===== config.mk =====
export PLATFORM = sky130hd
export DESIGN_NAME = pwr_rail_sequencer
export DESIGN_NICKNAME = d
export VERILOG_FILES = /design/src/rtl/psq_pkg.sv /design/src/rtl/psq_alarm_filter.sv /design/src/rtl/psq_sequencer.sv /design/src/rtl/psq_regs.sv /design/src/rtl/pwr_rail_sequencer.sv
export SDC_FILE = /design/constraint.sdc
export NUM_CORES = 1
export LEC_CHECK = 0
export BUFFER_PORTS_ARGS = -buffer_cell sky130_fd_sc_hd__buf_4
export CORE_ASPECT_RATIO = 1.25
export CORE_MARGIN = 2
export CORE_UTILIZATION = 35
export DETAILED_ROUTE_END_ITERATION = 6
export PLACE_DENSITY = 0.58
export SLEW_MARGIN = 30
export SYNTH_ARGS = -nofsm -noshare
export SYNTH_HDL_FRONTEND = slang
export SYNTH_SLANG_ARGS = --single-unit

===== constraint.sdc =====
create_clock -name clk -period 5.5 [get_ports clk]
set_input_delay 0.55 -clock clk [delete_from_list [all_inputs] [get_ports clk]]
set_output_delay 0.55 -clock clk [all_outputs]
set_load 0.005 [all_outputs]

===== src/rtl/psq_pkg.sv =====
package psq_pkg;
  typedef enum logic [2:0] {
    ST_OFF   = 3'd0,
    ST_RAMP  = 3'd1,
    ST_ON    = 3'd2,
    ST_DOWN  = 3'd3,
    ST_DISCH = 3'd4
  } seq_state_e;

  localparam logic [1:0] ADDR_ID   = 2'd0;
  localparam logic [1:0] ADDR_CTRL = 2'd1;
  localparam logic [1:0] ADDR_STAT = 2'd2;
  localparam logic [1:0] ADDR_FAIL = 2'd3;
endpackage


===== src/rtl/psq_alarm_filter.sv =====
module psq_alarm_filter #(
  parameter int FILT_LEN = 4,
  parameter bit USE_FILT = 1'b1
) (
  input  logic clk,
  input  logic rst_n,
  input  logic raw,
  output logic filt
);
  logic raw_q;
  logic filt_q;

  always_ff @(posedge clk or negedge rst_n)
    if (!rst_n) raw_q <= 1'b0;
    else        raw_q <= raw;

  generate
    if (USE_FILT) begin : g_filter
      localparam int CW = $clog2(FILT_LEN + 1);
      logic [CW-1:0] cnt;
      always_ff @(posedge clk or negedge rst_n) begin
        if (!rst_n) begin
          cnt    <= '0;
          filt_q <= 1'b0;
        end else if (raw_q == filt_q) begin
          cnt <= '0;
        end else if (cnt == CW'(FILT_LEN - 1)) begin
          filt_q <= raw_q;
          cnt    <= '0;
        end else begin
          cnt <= cnt + 1'b1;
        end
      end
    end else begin : g_pass
      always_ff @(posedge clk or negedge rst_n)
        if (!rst_n) filt_q <= 1'b0;
        else        filt_q <= raw_q;
    end
  endgenerate

  assign filt = filt_q;
endmodule


===== src/rtl/psq_sequencer.sv =====
module psq_sequencer
  import psq_pkg::*;
#(
  parameter int NR        = 4,
  parameter int STEP_TO   = 24,
  parameter int DISCHARGE = 40
) (
  input  logic          clk,
  input  logic          rst_n,
  input  logic          en_req,
  input  logic [NR-1:0] pg,
  input  logic          alarm,
  output logic [NR-1:0] rail_en,
  output seq_state_e    st,
  output logic          start,
  output logic          ctrl_clr,
  output logic [NR+1:0] fail_set
);
  localparam int TMAX = (STEP_TO > DISCHARGE) ? STEP_TO : DISCHARGE;
  localparam int TW   = $clog2(TMAX + 1);
  localparam int IW   = (NR > 1) ? $clog2(NR) : 1;

  seq_state_e    st_n;
  logic [NR-1:0] mask, mask_n;
  logic [IW-1:0] idx, idx_n;
  logic [TW-1:0] tmr, tmr_n;

  always_comb begin
    st_n     = st;
    mask_n   = mask;
    idx_n    = idx;
    tmr_n    = tmr;
    start    = 1'b0;
    ctrl_clr = 1'b0;
    fail_set = '0;
    case (st)
      ST_OFF: if (en_req) begin
        st_n   = ST_RAMP;
        mask_n = NR'(1);
        idx_n  = '0;
        tmr_n  = '0;
        start  = 1'b1;
      end
      ST_RAMP: begin
        if (alarm) begin
          fail_set[NR] = 1'b1;
          ctrl_clr     = 1'b1;
          st_n         = ST_DOWN;
        end else if (!en_req) begin
          st_n = ST_DOWN;
        end else if (pg[idx]) begin
          tmr_n = '0;
          if (idx == IW'(NR - 1)) st_n = ST_ON;
          else begin
            idx_n  = idx + 1'b1;
            mask_n = {mask[NR-2:0], 1'b1};
          end
        end else if (tmr == TW'(STEP_TO - 1)) begin
          fail_set[idx] = 1'b1;
          ctrl_clr      = 1'b1;
          st_n          = ST_DOWN;
        end else begin
          tmr_n = tmr + 1'b1;
        end
      end
      ST_ON: begin
        if (alarm) begin
          fail_set[NR] = 1'b1;
          ctrl_clr     = 1'b1;
          st_n         = ST_DOWN;
        end else if (!en_req) begin
          st_n = ST_DOWN;
        end else if (pg != '1) begin
          fail_set[NR+1] = 1'b1;
          ctrl_clr       = 1'b1;
          st_n           = ST_DOWN;
        end
      end
      ST_DOWN: begin
        if (mask == '0) begin
          st_n  = ST_DISCH;
          tmr_n = '0;
        end else begin
          mask_n = mask >> 1;
        end
      end
      ST_DISCH: begin
        if (tmr == TW'(DISCHARGE - 1)) st_n = ST_OFF;
        else                           tmr_n = tmr + 1'b1;
      end
      default: st_n = ST_OFF;
    endcase
  end

  always_ff @(posedge clk or negedge rst_n) begin
    if (!rst_n) begin
      st   <= ST_OFF;
      mask <= '0;
      idx  <= '0;
      tmr  <= '0;
    end else begin
      st   <= st_n;
      mask <= mask_n;
      idx  <= idx_n;
      tmr  <= tmr_n;
    end
  end

  assign rail_en = mask;
endmodule


===== src/rtl/psq_regs.sv =====
module psq_regs
  import psq_pkg::*;
#(
  parameter int NR      = 4,
  parameter int VERSION = 3
) (
  input  logic          clk,
  input  logic          rst_n,
  input  logic [1:0]    addr,
  input  logic          wr,
  input  logic          rd,
  input  logic [7:0]    wdata,
  output logic [7:0]    rdata,
  input  logic          seq_idle,
  input  logic          start,
  input  logic          ctrl_clr,
  input  logic [NR+1:0] fail_set,
  input  logic [7:0]    status,
  output logic          en_req,
  output logic [NR+1:0] fail_q
);
  logic ctrl_q;
  logic wr_ctrl;

  assign wr_ctrl = wr && (addr == ADDR_CTRL) && (wdata[7:1] == 7'd0);

  always_ff @(posedge clk or negedge rst_n) begin
    if (!rst_n) ctrl_q <= 1'b0;
    else if (ctrl_clr) ctrl_q <= 1'b0;
    else if (wr_ctrl) begin
      if (!wdata[0])     ctrl_q <= 1'b0;
      else if (seq_idle) ctrl_q <= 1'b1;
    end
  end

  always_ff @(posedge clk or negedge rst_n) begin
    if (!rst_n)                         fail_q <= '0;
    else if (start)                     fail_q <= '0;
    else if (rd && addr == ADDR_FAIL)   fail_q <= fail_set;
    else                                fail_q <= fail_q | fail_set;
  end

  always_ff @(posedge clk or negedge rst_n) begin
    if (!rst_n) rdata <= '0;
    else if (rd) begin
      case (addr)
        ADDR_ID:   rdata <= 8'(VERSION);
        ADDR_CTRL: rdata <= {7'd0, ctrl_q};
        ADDR_STAT: rdata <= status;
        default:   rdata <= 8'(fail_q);
      endcase
    end
  end

  assign en_req = ctrl_q;
endmodule


===== src/rtl/pwr_rail_sequencer.sv =====
module pwr_rail_sequencer
  import psq_pkg::*;
#(
  parameter int NR         = 4,
  parameter int STEP_TO    = 24,
  parameter int DISCHARGE  = 40,
  parameter int ALARM_FILT = 4,
  parameter int VERSION    = 3
) (
  input  logic          clk,
  input  logic          rst_n,
  input  logic [1:0]    reg_addr,
  input  logic          reg_wr,
  input  logic          reg_rd,
  input  logic [7:0]    reg_wdata,
  output logic [7:0]    reg_rdata,
  input  logic [NR-1:0] pgood_in,
  input  logic          alarm_in,
  output logic [NR-1:0] rail_en,
  output logic          pwr_good
);
  logic [NR-1:0] pg_q;
  logic          alarm_f;
  logic          en_req;
  logic          seq_start;
  logic          ctrl_clr;
  logic [NR+1:0] fail_set;
  logic [NR+1:0] fail_vec;
  logic [7:0]    status;
  seq_state_e    seq_st;

  always_ff @(posedge clk or negedge rst_n)
    if (!rst_n) pg_q <= '0;
    else        pg_q <= pgood_in;

  assign status   = 8'({alarm_f, pg_q});
  assign pwr_good = (status == 8'({1'b0, {NR{1'b1}}}));

  psq_alarm_filter #(
    .FILT_LEN (ALARM_FILT),
    .USE_FILT (VERSION >= 3)
  ) u_filt (
    .clk  (clk),
    .rst_n(rst_n),
    .raw  (alarm_in),
    .filt (alarm_f)
  );

  psq_sequencer #(
    .NR       (NR),
    .STEP_TO  (STEP_TO),
    .DISCHARGE(DISCHARGE)
  ) u_seq (
    .clk     (clk),
    .rst_n   (rst_n),
    .en_req  (en_req),
    .pg      (pg_q),
    .alarm   (alarm_f),
    .rail_en (rail_en),
    .st      (seq_st),
    .start   (seq_start),
    .ctrl_clr(ctrl_clr),
    .fail_set(fail_set)
  );

  psq_regs #(
    .NR     (NR),
    .VERSION(VERSION)
  ) u_regs (
    .clk     (clk),
    .rst_n   (rst_n),
    .addr    (reg_addr),
    .wr      (reg_wr),
    .rd      (reg_rd),
    .wdata   (reg_wdata),
    .rdata   (reg_rdata),
    .seq_idle(seq_st == ST_OFF),
    .start   (seq_start),
    .ctrl_clr(ctrl_clr),
    .fail_set(fail_set),
    .status  (status),
    .en_req  (en_req),
    .fail_q  (fail_vec)
  );
endmodule


Yosys cells after proc, flatten, opt, wreduce, memory -nomap -nowiden
Cells that the tools add are included.
{"block": "op_classes", "n_lt_le_gt_ge": 3, "n_addsub": 3, "mux": 66, "n_eq_ne": 28, "bitwise_logic": 2, "reduce_logical": 18}
{"cell": "6-bit 2-to-1 mux", "count": 11}
{"cell": "3-bit 2-to-1 mux", "count": 13}
{"cell": "4-bit 2-to-1 mux", "count": 9}
{"cell": "6-bit case mux with 4 select lines", "count": 1}
{"cell": "1-bit 2-to-1 mux", "count": 19}
{"cell": "6-bit case mux with 3 select lines", "count": 1}
{"cell": "3-bit case mux with 5 select lines", "count": 1}
{"cell": "7-bit AND reduction", "count": 2}
{"cell": "4-bit case mux with 3 select lines", "count": 1}
{"cell": "6-bit AND reduction", "count": 2}
{"cell": "2-bit 2-to-1 mux", "count": 5}
{"cell": "2-bit != test, second input constant", "count": 5}
{"cell": "5-bit != test, second input constant", "count": 2}
{"cell": "3-bit by 2-bit == test with 1-bit output, second input constant", "count": 3}
{"cell": "2-bit by 1-bit != test with 1-bit output, second input constant", "count": 4}
{"cell": "4-bit != test, second input constant", "count": 2}
{"cell": "2-bit case mux with 2 select lines", "count": 2}
{"cell": "7-bit logical NOT", "count": 1}
{"cell": "6-bit by 1-bit adder with 6-bit output, second input constant", "count": 1}
{"cell": "2-bit == test, second input constant", "count": 3}
{"cell": "6-bit by 5-bit == test with 1-bit output, second input constant", "count": 1}
{"cell": "6-bit == test, second input constant", "count": 1}
{"cell": "6-bit OR", "count": 1}
{"cell": "5-bit by 4-bit == test with 1-bit output, second input constant", "count": 1}
{"cell": "other kinds (23)", "count": 28}
{"block": "totals", "reg_bits": 39, "output_inout_bits": 13, "elab_cells": 131, "inputBits": 19}

Logic depth before layout (Yosys ltp)
{"block": "logic_depth", "depth_word": 12, "mapped_depth": 6, "ltp_nobuf": 6}

Modules after synthesis
A second synthesis with hierarchy kept.
{"block": "hier_totals", "cells_unflattened": 207, "area_unflattened_um2": 2107.0}
{"mod": "psq_sequencer", "seq_area_each_um2": 375.4, "area_each_um2": 1099.8, "n_inst": 1, "cells_per_inst": 124}
{"mod": "psq_regs", "seq_area_each_um2": 375.4, "area_each_um2": 679.4, "n_inst": 1, "cells_per_inst": 63}
{"mod": "psq_alarm_filter", "seq_area_each_um2": 125.1, "area_each_um2": 203.9, "n_inst": 1, "cells_per_inst": 12}
{"mod": "pwr_rail_sequencer", "seq_area_each_um2": 100.1, "area_each_um2": 123.9, "n_inst": 1, "cells_per_inst": 8}

Worst setup path before layout
OpenSTA, ideal clock, no wires.
{"block": "synth_path", "path_type": "register -> register", "from": "register u_seq.idx[0]", "to": "register u_seq.st[0]", "setup_time_ps": 128, "required_ps": 5372, "stages_incl_launch_ff": 6, "t_arrival_ps": 1968, "path_buffers": 0, "path_slack_ps": 3404, "period_less_slack_ps": 2096, "path_cell_list": "dfrtp_1 mux4_2 nor4b_4 a211oi_1 nor3_1 mux2_1"}
{"block": "synth_via", "elab_chain_cells": 6, "elab_cells_between_ends": 10}
{"item": "from (decl)", "line": "psq_sequencer.sv:25", "rtl": "logic [IW-1:0] idx, idx_n;"}
{"item": "from (signal assigned)", "line": "psq_sequencer.sv:104", "rtl": "idx <= idx_n;"}
{"item": "1-bit binary-select mux with 2-bit select", "line": "psq_sequencer.sv:51", "rtl": "end else if (pg[idx]) begin"}
{"item": "1-bit 2-to-1 mux (not written as such)", "line": "psq_sequencer.sv:51"}
{"item": "3-bit 2-to-1 mux", "line": "psq_sequencer.sv:51"}
{"item": "3-bit 2-to-1 mux", "line": "psq_sequencer.sv:49", "rtl": "end else if (!en_req) begin"}
{"item": "3-bit 2-to-1 mux", "line": "psq_sequencer.sv:45", "rtl": "if (alarm) begin"}
{"item": "3-bit case mux with 5 select lines", "line": "psq_sequencer.sv:36", "rtl": "case (st)"}
{"item": "to (signal assigned)", "line": "psq_sequencer.sv:102", "rtl": "st <= st_n;"}
{"item": "to (decl)", "line": "psq_sequencer.sv:14", "rtl": "output seq_state_e st,"}
Several ways; a longest one is shown, not always the timed one. The select of a mux whose other input is x is not followed.
A chain may end at the register's enable or synchronous reset.

Worst setup path after layout
Same ends and word-level chain as after synthesis.

==> metrics.cfg <==
[placement]
hpwlAfterDp_mm = 2.866
placed_area_sq_um = 2222
port-buffer-count = 29
gp_congestion = 0.7883

[sta]
fin_crit_sh_pct = 41.47
worst_pin_slew_ps = 701.6
finalMaxSlewViolations = 0
fin_crit_ps = 2281
setup_viol = 0
max_freq_mhz = 438.5
grt_setup_unrepaired = false
fin_skew_ps = 5.314
tns_ps = 0
worst_hold_slack_ps = 219.0
final_hold_viol_count = 0
slew_headroom_pct = 52.79

[global_routing]
grt_pass1_wl_mm = 6.768
antenna_found_initial = 0
track_usage_pct = 13.74
grt_pass1_vias = 1451
grt_start_max_net_pins = 38
grt-ovfl-total = 0

[outcome]
status = finished, final reports clean

[logic_synthesis]
ys.flop_type = dfrtp_1
yosys.area.top_type_share_pct = 47.25
yosys-top-cells-area = dfrtp_1 47%, ha_1 3.8%, a22oi_1 3.4%
synth_edf_count = 0
synth.top_cells.by_count = 37 x dfrtp_1, 16 x nor2_1, 12 x inv_1
ys_types = 51
yosys_warnings = 0
yosysMostFrequentCell = dfrtp_1
seq_area_frac_synth_pct = 47.25
syn_avg_cell_area_sq_um = 10.31
netlist_instances = 190
syn_area_sq_um = 1959
ys_ff_latch = 37
synth_top_cell_by_area = dfrtp_1
synthArstFlopShare_pct = 100.0

[flow_run]
cap_violations = 0

[clock_network]
numClockSinks = 37
cts_hold_buf = 0
postCtsSetupBuffers = 0
cts_resized = 0
cts_tree = built
cts.path.max_buffers = 2
insertion_delay_ps = 290
numCtsBuffers = 5
h-tree-depth = 2
clkTransAtPathRegs_ps = 70
root_buffer = clkbuf_8

[detailed_routing]
vias_per_cell = 5.246
wl_per_cell_um = 13.90
route.vias.total = 1490
drt_iter0_drc = 67
drcViolationCount = 0
drt_wl_total_mm = 3.948
first_pass_iters = 4
ant_nets = 0

[cells_and_area]
design_area_sq_um = 2323
final_nets = 244
area_growth_pct = 18.58
final_layout_size_suffix_gt1_share_pct = 23.18
antenna_cells_inserted = 0

[floorplan]
die_h_um = 87.66
die_w_um = 70.92
rows = 30
die-area_sq_um = 6216
io_pins = 32
coreArea_sq_um = 5405
start_util_pct = 36.25

[setup_path]
worst_ep_required_time_ps = 5670
crit_path_max_incr_delay_ps = 620
start_kind = flop
cpMaxStageDelayCell = mux4_2
worstPathMaxFanout = 6
path_buf_inv = 0
critPathTopFamily = multiplexers
endpoint_kind = flop
path_class = reg2reg
worstPathArrival_ps = 2450
cp_cell_sequence = mux4_2, nor4b_4, a211oi_1, nor3_1, mux2_1

[pwr]
powerDensity_nw_per_um2 = 346.8
max-vdd-ir-drop_uv = 158.4
p_leak_nw = 1.028

[worst_hold_path]
hp-class = in2async

worst register-to-register path, delay by kind of cell (launching register included):
kind,cells,cell delay [ps]
flops,1,450
mux,2,950
simple gates,2,630
compound gates,1,130
cell families after synthesis:
kind of cell / after synthesis / share of synthesized area (%)
adder cells (fa/ha/maj): 6 / 3.831
buffers and inverters: 20 / 4.277
flip-flops: 37 / 47.25
other: 1 / 0.1914
multiplexers: 9 / 5.492
AND/OR/NAND/NOR: 70 / 21.58
XOR/XNOR: 2 / 0.8942
AO/OA/AOI/OAI: 45 / 16.48
cell usage in the layout (no fill, tap or decap), types with 2 or more instances in the layout:
master / instances
o22ai_1: 5
nor3b_1: 7
a22o_1: 4
o31ai_1: 2
a21bo_2: 2
nor3_1: 3
nor2b_1: 7
ha_1: 6
mux2i_1: 4
mux2_2: 3
a22oi_1: 9
inv_1: 12
dfrtp_1: 37
clkbuf_8: 7
or4_1: 2
nand2_1: 8
and3b_1: 2
buf_4: 29
nand2b_1: 4
nor2_1: 16
xnor2_1: 2
nand3_1: 7
o21ai_0: 4
conb_1: 2
a21oi_1: 10
nor4_1: 2
cell type report:
| cell class | count | area, sq um |
|---|---|---|
| clock buffer | 7 | 96.34 |
| multi-input combinational | 134 | 953.4 |
| fill | 541 | 3082 |
| clock inverter | 1 | 5.005 |
| timing repair buffer | 29 | 217.7 |
| sequential | 37 | 925.9 |
| tap | 64 | 80.08 |
| inverter | 12 | 45.04 |
stage by stage:
stage	instances	util (%)	worst slack (ps)	total power, mW
2_1_floorplan	191	-	3404	0.5277
5_1_grt	284	42.99	3036	0.8693
3_5_place_dp	276	41.11	3225	0.6059
3_3_place_gp	276	41.11	3244	0.6013
4_1_cts	284	42.99	3216	0.8158
6_report	284	42.99	3219	0.8057
per-layer routing:
metal	up-vias	global-route usage [%]	wire [um]
met3	5	2.992	169
met4	0	5.489	52
met2	32	22.60	1884
met1	708	17.71	1841
met5	-	0	0
li1	745	-	-
worst paths after layout:
path                                              from  slack (ps)                endpoint  cells after the start
worst max-delay path                      u_seq.idx[0]        3220             u_seq.st[0]                      5
worst min-delay path                             rst_n         220        u_regs.fail_q[2]                      1
worst max register to register            u_seq.idx[0]        3220             u_seq.st[0]                      5
worst min register to register  u_filt.g_filter.cnt[0]         450  u_filt.g_filter.cnt[0]                      1
max in group asynchronous                        rst_n        4950             u_seq.st[0]                      1
min in group clk                           pgood_in[0]         360                 pg_q[0]                      1
sequential cells by signal (all words and copies together) (netlist names), 2 cells and up:
register and cells:
u_seq.idx 2, u_regs.rdata 6, u_seq.st 3, u_regs.fail_q 6
u_seq.tmr 6, u_filt.g_filter.cnt 3, u_seq.rail_en 4, pg_q 4
power by group:
part	switching, mW	internal, mW
Combinational	0.107	0.113
Clock	0.0947	0.113
Sequential	0.0630	0.315
(Power assumes the default switching activity.)
